## config.mk

```make
export PLATFORM = sky130hd
export DESIGN_NAME = qenc_emulator
export DESIGN_NICKNAME = d
export VERILOG_FILES = /design/src/rtl/qenc_pkg.sv /design/src/rtl/qenc_step_sync.sv /design/src/rtl/qenc_pos_counter.sv /design/src/rtl/qenc_out_decode.sv /design/src/rtl/qenc_emulator.sv
export SDC_FILE = /design/constraint.sdc
export NUM_CORES = 1
export LEC_CHECK = 0
export BUFFER_PORTS_ARGS = -buffer_cell sky130_fd_sc_hd__clkbuf_2
export CORE_UTILIZATION = 50
export DETAILED_ROUTE_END_ITERATION = 10
export HOLD_SLACK_MARGIN = 0.12
export PLACE_DENSITY = 0.73
export SLEW_MARGIN = 10
export SYNTH_ARGS = -nofsm -noshare
export SYNTH_HDL_FRONTEND = slang
export SYNTH_HIERARCHICAL = 1
export SYNTH_SLANG_ARGS = --single-unit
```

## constraint.sdc

```tcl
create_clock -name clk -period 1.9 [get_ports clk]
set_clock_uncertainty 0.1 [all_clocks]
set_input_delay 0.19 -clock clk [delete_from_list [all_inputs] [get_ports clk]]
set_output_delay 0.19 -clock clk [all_outputs]
set_load 0.01 [all_outputs]
```

## src/rtl/qenc_pkg.sv

```systemverilog
package qenc_pkg;

   typedef struct packed {
      logic ph_a;
      logic ph_b;
      logic ndx;
   } qenc_out_t;

   localparam qenc_out_t QENC_HOME = '{ph_a: 1'b1, ph_b: 1'b0, ndx: 1'b1};

   function automatic qenc_out_t qenc_decode(input logic [1:0] lsb, input logic at_end);
      qenc_out_t o;
      o.ph_a = ~lsb[1];
      o.ph_b = lsb[1] ^ lsb[0];
      o.ndx  = at_end & ~o.ph_b;
      return o;
   endfunction

endpackage

```

## src/rtl/qenc_step_sync.sv

```systemverilog
module qenc_step_sync #(
   parameter int SYNC_STAGES = 2
) (
   input  logic clk,
   input  logic rst,
   input  logic step_src0,
   input  logic step_src1,
   input  logic src_sel,
   output logic step_en
);
   localparam int CHAIN_LEN = SYNC_STAGES + 1;

   logic                 raw_step;
   logic [CHAIN_LEN-1:0] chain_q;

   assign raw_step = src_sel ? step_src1 : step_src0;

   for (genvar i = 0; i < CHAIN_LEN; i++) begin : g_stage
      if (i == 0) begin : g_first
         always_ff @(posedge clk) begin
            if (rst) chain_q[i] <= 1'b0;
            else     chain_q[i] <= raw_step;
         end
      end else begin : g_next
         always_ff @(posedge clk) begin
            if (rst) chain_q[i] <= 1'b0;
            else     chain_q[i] <= chain_q[i-1];
         end
      end
   end

   // newest settled sample high, older sample low
   assign step_en = chain_q[SYNC_STAGES-1] & ~chain_q[SYNC_STAGES];

endmodule

```

## src/rtl/qenc_pos_counter.sv

```systemverilog
module qenc_pos_counter #(
   parameter int CNT_W        = 16,
   parameter int DEF_MAX      = 31,
   parameter bit USE_MAX_PORT = 1'b1,
   parameter int MIN_WRAP     = 3
) (
   input  logic             clk,
   input  logic             rst,
   input  logic             step_en,
   input  logic [CNT_W-1:0] max_in,
   output logic [CNT_W-1:0] pos,
   output logic [CNT_W-1:0] wrap_eff
);
   localparam logic [CNT_W-1:0] MIN_V = CNT_W'(MIN_WRAP);
   localparam logic [CNT_W-1:0] DEF_V = CNT_W'(DEF_MAX);
   localparam logic [CNT_W-1:0] ONE_V = CNT_W'(1);

   logic [CNT_W-1:0] wrap_raw;

   if (USE_MAX_PORT) begin : g_port_wrap
      assign wrap_raw = max_in;
   end else begin : g_fixed_wrap
      logic unused_max;
      assign unused_max = ^max_in;
      assign wrap_raw   = DEF_V;
   end

   assign wrap_eff = (wrap_raw < MIN_V) ? MIN_V : wrap_raw;

   always_ff @(posedge clk) begin
      if (rst) begin
         pos <= '0;
      end else if (step_en) begin
         if (pos >= wrap_eff) pos <= '0;
         else                 pos <= pos + ONE_V;
      end
   end

endmodule

```

## src/rtl/qenc_out_decode.sv

```systemverilog
module qenc_out_decode
   import qenc_pkg::*;
#(
   parameter int CNT_W = 16
) (
   input  logic             clk,
   input  logic             rst,
   input  logic [CNT_W-1:0] pos,
   input  logic [CNT_W-1:0] wrap_eff,
   output logic             enc_a,
   output logic             enc_b,
   output logic             enc_idx
);
   logic      at_end;
   qenc_out_t out_q;

   assign at_end = (pos == '0) || (pos == wrap_eff);

   always_ff @(posedge clk) begin
      if (rst) out_q <= QENC_HOME;
      else     out_q <= qenc_decode(pos[1:0], at_end);
   end

   assign enc_a   = out_q.ph_a;
   assign enc_b   = out_q.ph_b;
   assign enc_idx = out_q.ndx;

endmodule

```

## src/rtl/qenc_emulator.sv

```systemverilog
module qenc_emulator #(
   parameter int CNT_W        = 16,
   parameter int DEF_MAX      = 31,
   parameter bit USE_MAX_PORT = 1'b1,
   parameter int SYNC_STAGES  = 2
) (
   input  logic             clk,
   input  logic             rst,
   input  logic             step_src0,
   input  logic             step_src1,
   input  logic             src_sel,
   input  logic [CNT_W-1:0] wrap_max,
   output logic             enc_a,
   output logic             enc_b,
   output logic             enc_idx
);
   if (CNT_W < 2) begin : g_bad_width
      $error("qenc_emulator: CNT_W must be at least 2");
   end
   if (SYNC_STAGES < 2) begin : g_bad_sync
      $error("qenc_emulator: SYNC_STAGES must be at least 2");
   end
   if (CNT_W < 31 && DEF_MAX >= (1 << CNT_W)) begin : g_bad_def
      $error("qenc_emulator: DEF_MAX does not fit in CNT_W bits");
   end

   logic             step_en;
   logic [CNT_W-1:0] pos;
   logic [CNT_W-1:0] wrap_eff;

   qenc_step_sync #(.SYNC_STAGES(SYNC_STAGES)) u_sync (
      .clk(clk), .rst(rst), .step_src0(step_src0), .step_src1(step_src1),
      .src_sel(src_sel), .step_en(step_en)
   );

   qenc_pos_counter #(
      .CNT_W(CNT_W), .DEF_MAX(DEF_MAX), .USE_MAX_PORT(USE_MAX_PORT), .MIN_WRAP(3)
   ) u_cnt (
      .clk(clk), .rst(rst), .step_en(step_en), .max_in(wrap_max),
      .pos(pos), .wrap_eff(wrap_eff)
   );

   qenc_out_decode #(.CNT_W(CNT_W)) u_dec (
      .clk(clk), .rst(rst), .pos(pos), .wrap_eff(wrap_eff),
      .enc_a(enc_a), .enc_b(enc_b), .enc_idx(enc_idx)
   );

endmodule

```

# Word-level counts from Yosys, hierarchy flattened
# Cells that the tools add are included.
# totals
ff_bits	22
output_inout_bits	3
# op_classes
bitwise	6
reduce_logical	2
eq_ne	1
muxes	3
magnitude_cmp	2
addsub	1
# ops
cell	count
two-way mux 16 bit	2
adder 16 x 1 -> 16 bit (second input constant)	1
equality test 16 bit	1
>= comparator 16 bit	1
zero test 16 bit	1
< comparator 16 x 2 -> 1 bit (second input constant)	1
NOT 1 bit	3
bitwise AND 1 bit	2
logical OR 1 bit	1
two-way mux 1 bit	1
bitwise XOR 1 bit	1

# Longest topological paths before layout
# Gate-level depths: netlist of the first run.
# logic_depth
depth_word	5
depth_mapped	11
mapped_depth_nobuf	10

# Cells and area by module
# The synthesis of the first run kept the hierarchy.
# by_module_without_submodules
mod	area_per_inst_um2	n_inst	cells_per_inst
qenc_pos_counter	1231.2	1	155
qenc_out_decode	304.0	1	35
qenc_step_sync	97.6	1	8

# Worst setup path after synthesis of the first run
# No wires, ideal clock.
# synth_timing
kind	input-to-reg
start	in wrap_max[9]
end	reg u_cnt.pos[1]
path_buffers	1
setup_slack_ns	-0.172
stages	11
t_arrival_ns	1.907
setup_ns	0.064
path_cell_list	nor4_1 > nand4_1 > nand2b_1 > inv_1 > ha_1 > o21ai_0 > a21oi_1 > o311ai_2 > a31oi_4 > buf_6 > nor2_1
# synth_between
elab_chain_len	4
# synth_rtl
item	line	source
start: declaration	qenc_emulator.sv:12	input logic [CNT_W-1:0] wrap_max,
< comparator 16 x 2 -> 1 bit	qenc_pos_counter.sv:28	assign wrap_eff = (wrap_raw < MIN_V) ? MIN_V : wrap_raw;
two-way mux 16 bit	qenc_pos_counter.sv:28	
via wrap_eff[1]	qenc_emulator.sv:29	logic [CNT_W-1:0] wrap_eff;
>= comparator 16 bit	qenc_pos_counter.sv:34	if (pos >= wrap_eff) pos <= '0;
two-way mux 16 bit	qenc_pos_counter.sv:34	
end signal: assignment	qenc_pos_counter.sv:35	else pos <= pos + ONE_V;
end: declaration	qenc_pos_counter.sv:11	output logic [CNT_W-1:0] pos,
# The timed path passes the listed nets, and every way through them passes these cells.
# A chain may end at the register's enable or synchronous reset.

# Worst setup path in the final report of the first run
# layout_timing
start	in wrap_max[15]
end	reg u_cnt.pos[4]
# The elaborated chain is that of the path after synthesis.

==> metrics.md, run 1 <==
| Metric | Value |
|---|---|
| Total number of placement rows | 20 |
| Worst endpoint required time | about 2100 ps |
| Internal cell power | 0.800 mW |
| Post-Synthesis Mean Instance Area | 8.25 um2 |
| Initial Util | about 53% |
| Mapped Area | about 1600 um2 |
| Half-perimeter wire length after placement | between 3 and 4 mm |
| Fraction of power consumed by the clock network | 34.5% |
| Die area | 3500 um2 |
| Post-CTS clock slew at the launch and capture registers of the worst setup and hold paths | about 140 ps |
| Total number of vias | about 1.6k |
| Pin count of the biggest net entering global routing | 14 |
| Utilization of the core after routing | roughly 77% |
| Path depth of the worst reg2reg path | 8 |
| Cell at the root of the clock tree | clkbuf_4 |
| Diodes inserted | 0 |
| Time the worst path needs with I/O delays and setup | about 2100 ps |
| Final setup margin | -192 ps |
| Number of buffers on the longest clock path | 2 |
| Combinational cell fraction of total power | 21.5% |
| Detailed Route WL | ~4.5 mm |
| Clock latency on the worst-skew pair | 320 ps |
| Final-report max-slew violation count | 0 |
| Biggest area contributors in the synthesized netlist | dfxtp_1, ha_1, xor2_1 |
| Arrival time worst endpoint | 2270 ps |
| Number of cells produced by synthesis | ~200 |
| Number of enable flip-flop cells after synthesis | 0 |
| RSZ-0062 raised after global routing | true |
| Total DRC errors in the routed layout | 0 |
| All-layer global routing usage | around 29% |
| Total overflow reported by the global router | 0 |
| Hold path cells | 1 |
| Die boundary height | just under 60 um |
| Library cell with the highest instance count after synthesis | xor2_1 |
| Number of input and output port buffers inserted | 23 |
| Top_reg_cell synth | dfxtp_1 |
| Final Setup Violations | 16 |
| Max-cap violations | 0 |
| Top cells by instance count after synthesis | xor2_1, dfxtp_1, inv_1, nor2_1, ha_1 |
| Number of buffers added by the clock tree synthesis step | 3 |
| Yosys cell types | 34 |
| Largest driver fanout on the critical path | 7 |
| Peak VDD IR | between 0.4 and 0.5 mV |
| Flip-flop and latch count after synthesis | 22 |
| Routed wire length per instance | between 15 and 20 um |
| Die Width | just under 60 um |
| Switching component of the power | ~0.28 mW |
| Portion of synthesized cell area occupied by the leading cell type | 27.0% |
| RD Place Congestion | 0.828 |
| Worst rel slew slack | about 76% |
| Clock sink total | 22 |
| Num ports | 24 |
| Final #Nets | 295 |
| First-pass GRT wire length | roughly 7.3 mm |
| Relative contribution of sequential cells to total power | 44.0% |
| Proportion of layout cells with a drive suffix above 1 | about two fifths |
| Final Hold Fails | 0 |
| CTS tree | yes |
| Post-synthesis sequential area ratio | ~27% |
| Type of the worst min-delay path | reg -> reg |
| Net Count, Synth | about 240 |
| Power Total | about 1.1 mW |
| Worst-case register-to-register setup slack | -110 ps |
| Fin crit share | 110% |
| Highest achievable clock rate | 0.478 GHz |
| Critical setup path kind | in -> reg |
| Number of fill cells in the layout | roughly 230 |
| Number of H-tree levels | 1 |
| Run status | finished with violations |
| Synthesis Warnings | 6 |
| Proportion of synthesized flip-flops having asynchronous set or reset | 0% |
| Failing checks | negative setup slack |
| Static Leak | approximately 1.1 nW |
| Via density per instance | 5.37 |
| Sw Share | between 20 and 30% |
| Layout overhead on the synthesized area | 44.8% |
| TritonRoute pass-1 iters | 4 |
| Detailed router's first-iteration violation count | 38 |
| Placeable Area | 3080 um2 |
| Power density over cell area | between 400 and 500 nW/um2 |
| Measured slew at the worst slew-check pin | about 370 ps |
| Via count of the first global-routing pass | 1720 |
| Crit path launch type | primary input |
| Leading area contributor after synthesis | dfxtp_1 |
| Detail Route Antenna Nets | 0 |
| Antenna violations before repair | 0 |
| Type of destination of the critical path | flip-flop |
[metrics by stage]
stage	hold slack [ps]	instance area (um2)	setup TNS [ps]	std cells	setup WS [ps]
3_5_place_dp	338	2050	-8150	288	-530
3_3_place_gp	328	2050	-7300	288	-461
4_1_cts	374	2270	-775	299	-64.9
2_1_floorplan	162	1660	-1220	198	-133
6_report	370	2360	-2620	299	-192
5_1_grt	381	2360	-4260	299	-293
[layer usage]
layer | GRT usage (%) | wire, um
met5 | 0 | 0
met4 | 13.9 | 146
met3 | 4.80 | 206
met2 | 56.2 | 2410
met1 | 30.3 | 1750
[critical path: stages]
cell       delay [ps]
buf_8             100
nor4_4            290
nand4_1           160
nand2b_1          150
inv_1              60
ha_1              290
o21ai_1           130
a21oi_1            60
o311ai_2          370
a31oi_4           170
clkbuf_16         200
nor2_1             90
[path summary, 6_finish.rpt]
check	from	end
min	u_sync/chain_q[0]	u_sync/chain_q[1]
min reg2reg	u_sync/chain_q[0]	u_sync/chain_q[1]
max reg2reg	u_cnt/pos[15]	u_cnt/pos[4]
max	wrap_max[15]	u_cnt/pos[4]
[flip-flops by register name, summed over array words and instances (netlist names)]
register and cells:
u_sync/chain_q 3, u_dec/enc_idx 1, u_cnt/pos 16, u_dec/enc_a 1
u_dec/enc_b 1
[layout make-up]
class / instances / area [um2] / area share (%)
timing repair buffer: 68 / 513 / 21.7
clock buffer: 3 / 22.5 / 0.952
multi-input combinational: 141 / 1220 / 51.8
sequential: 22 / 444 / 18.8
clock inverter: 1 / 30.0 / 1.27
inverter: 20 / 75.1 / 3.17
tap: 44 / 55.1 / 2.33
[what timing repair did]
item | 4_1_cts | 5_1_grt
gates cloned | 1 | 0
gates resized for setup | 12 | 32
buffers inserted | 3 | 0
pin swaps | 3 | 12
endpoints found under the setup margin | 15 | 17
hold buffers | 3 | 0
endpoints found under the hold margin | 1 | 0
[cell families (layout without fill, tap and decap cells)]
family                   Yosys count  after routing  share of synthesized area (%)
AO/OA/AOI/OAI                     19             19                           8.20
flip-flops                        22             22                           27.0
buffers and inverters             35             92                           8.51
XOR/XNOR                          30             30                           16.1
adder cells (fa/ha/maj)           18             18                           13.8
multiplexers                       2              2                           1.23
AND/OR/NAND/NOR                   72             72                           25.2
[power groups by stage]
| stage | Clock [mW] | Sequential (mW) | Combinational, mW |
|---|---|---|---|
| finish | 0.372 | 0.474 | 0.231 |
| global placement | 0 | 0.484 | 0.176 |
| detailed placement | 0 | 0.484 | 0.178 |
| global route | 0.395 | 0.475 | 0.250 |
| CTS | 0.382 | 0.474 | 0.215 |
| floorplan | 0 | 0.490 | 0.0882 |
[placed cells by master, fill, tap and decap left out, types with 4 or more instances in the layout]
cell type / Yosys / layout
clkbuf_2: 0 / 20
inv_1: 20 / 20
nor2_1: 20 / 9
nor3_1: 5 / 5
nand4_1: 5 / 5
a21oi_1: 8 / 8
xor2_1: 23 / 23
nor4_4: 1 / 4
nor2_4: 0 / 9
ha_1: 18 / 15
nor2_2: 2 / 4
dfxtp_1: 22 / 19
buf_4: 0 / 40
xnor2_1: 7 / 7
nand2_1: 12 / 10
nor4_1: 9 / 5
Power figures use the tool's default switching activity.
==> run 2: changes to the inputs <==
- CORE_ASPECT_RATIO: unset -> 0.75
==> run 2 against run 1 <==
- the flow still finishes with violations (negative setup slack)
- largest power group unchanged
- die area is essentially flat
- first-iteration DRC count grew to 3.8 times the previous value
- clock power grew 17%
==> metrics.md, run 2 (synthesis gave the netlist of run 1 again) <==
| Metric | Value |
|---|---|
| Static Leak | around 1.1 nW |
| Final-report max-slew violation count | 0 |
| Smallest hold slack | 370 ps |
| Failing checks | negative setup slack |
| RD Place Congestion | about 0.94 |
| Crit Reg-Reg Startpoint | u_cnt/pos[9] |
| Hold Crit Start | u_sync/chain_q[0] |
| Switching component of the power | approximately 0.28 mW |
| Fin crit share | 112% |
| Area of combinational cells with multiple inputs | 1190 um2 |
| Number of input and output port buffers inserted | 23 |
| First-pass GRT wire length | 8.06 mm |
| Detailed Route WL | 5.33 mm |
| Internal cell power | 0.856 mW |
| Power Total | 1.13 mW |
| Number of cells after detailed placement | between 200 and 300 |
| Count of placed standard cells in the final layout, fillers left out | approximately 290 |
| Power density over cell area | approximately 500 nW/um2 |
| Measured slew at the worst slew-check pin | around 520 ps |
| CP Launch Point | wrap_max[8] |
| Final #Nets | just under 300 |
| Worst endpoint required time | just under 2000 ps |
| Final Setup Violations | 16 |
| Peak VDD IR | 0.408 mV |
| Max reg flops | 16 |
| Antenna violations before repair | 0 |
| Num ports | 24 |
| Clock sink total | 22 |
| Number of fill cells in the layout | 186 |
| Diodes inserted | 0 |
| Number of H-tree levels | 1 |
| Via count of the first global-routing pass | between 1.5k and 2k |
| Placeable Area | between 3000 and 4000 um2 |
| Post-CTS clock slew at the launch and capture registers of the worst setup and hold paths | ~80 ps |
| CTS tree | yes |
| Routed wire length per instance | 18.3 um |
| Dpl cell area | ~2000 um2 |
| Crit path launch type | primary input |
| Highest achievable clock rate | roughly 0.47 GHz |
| Total number of placement rows | 17 |
| Number of buffers added by the clock tree synthesis step | 3 |
| RSZ-0062 raised after global routing | true |
| Clock latency on the worst-skew pair | approximately 260 ps |
| Relative contribution of sequential cells to total power | approximately two fifths |
| Type of destination of the critical path | flip-flop |
| Most flop-heavy register | u_cnt/pos |
| Die area | roughly 3500 um2 |
| Storage cell area | 440 um2 |
| Final setup margin | -237 ps |
| Sw Share | roughly 25% |
| Cell at the root of the clock tree | clkbuf_8 |
| All-layer global routing usage | 32.6% |
| Critical setup path kind | in -> reg |
| Worst rel slew slack | about two thirds |
| Arrival time worst endpoint | approximately 2200 ps |
| Layout overhead on the synthesized area | 39.6% |
| Half-perimeter wire length after placement | about 3.5 mm |
| Largest driver fanout on the critical path | 6 |
| Time the worst path needs with I/O delays and setup | about 2100 ps |
| TritonRoute pass-1 iters | 5 |
| Type of the worst min-delay path | reg -> reg |
| Final Hold Fails | 0 |
| Largest registers | u_cnt/pos (16), u_sync/chain_q (3) |
| Total DRC errors in the routed layout | 0 |
| Proportion of layout cells with a drive suffix above 1 | 37.5% |
| Die Width | 68.0 um |
| Pre-CTS setup slack | -581 ps |
| Fraction of power consumed by the clock network | 38.4% |
| Total overflow reported by the global router | 0 |
| Post-route standard cell area excluding fillers | 2280 um2 |
| Total number of vias | 1697 |
| Via density per instance | roughly 5.8 |
| Combinational cell fraction of total power | 19.8% |
| Detailed router's first-iteration violation count | 144 |
| Initial Util | 54.1% |
| Number of buffers on the longest clock path | 2 |
| Pin count of the biggest net entering global routing | 14 |
| Detail Route Antenna Nets | 0 |
| Max-cap violations | 0 |
| Run status | finished with violations |
| Most frequent standard cell in the layout excluding fill and tap cells | buf_4 |
| Die boundary height | slightly above 50 um |
| Top library cells by usage in the layout, fill and taps aside | buf_4, xor2_1, clkbuf_2, dfxtp_1, inv_1 |
## run 2: worst max-delay path, cell delays in order
cell and delay [ps]:
clkbuf_2 110, nor4_4 300, nand4_1 160, nand2b_1 150, inv_2 60, ha_4 260
o21ai_2 60, a21oi_2 160, o311ai_4 120, buf_4 180, a31oi_4 210, buf_6 170
nor2_1 50
## run 2: what timing repair did
item	CTS	global route
endpoints found under the setup margin	16	16
endpoints found under the hold margin	1	0
cloned	1	0
pin swaps	15	8
gates resized for setup	11	9
hold buffers	3	0
setup buffers	3	4
## run 2: final timing paths
path | cells past startpoint | to | slack [ps]
worst max-delay path | 13 | u_cnt/pos[12] | -240
worst min-delay path | 1 | u_sync/chain_q[1] | 370
worst max register to register | 8 | u_cnt/pos[12] | -230
worst min register to register | 1 | u_sync/chain_q[1] | 370
## run 2: through the flow
stage                     TNS, ps  utilization (%)
final                       -2820             75.5
after global routing        -3670             75.5
after CTS                   -1100             72.9
after detailed placement    -8860             66.2
after global placement      -7100             66.2
after floorplan             -1220                -
## run 2: power by group through the flow
stage | Clock, mW | Combinational (mW) | Sequential (mW)
2_1_floorplan | 0 | 0.0882 | 0.490
3_3_place_gp | 0 | 0.165 | 0.484
3_5_place_dp | 0 | 0.173 | 0.484
4_1_cts | 0.444 | 0.202 | 0.474
5_1_grt | 0.469 | 0.236 | 0.475
6_report | 0.435 | 0.225 | 0.474
## run 2: routing by layer
layer  vias up  wire [um]  GRT usage [%]
met5         -          0              0
met4         0        213           20.5
met3        25        541           9.87
met2       119       2460           50.7
met1       778       2120           38.9
li1        775          -              -
## run 2: layout make-up
type / instances / share of cell area (%)
Multi-Input combinational cell: 142 / 52.4
Clock buffer: 3 / 1.81
Timing Repair Buffer: 65 / 19.8
Tap cell: 38 / 2.09
Inverter: 20 / 3.29
Sequential cell: 22 / 19.3
Clock inverter: 1 / 1.32
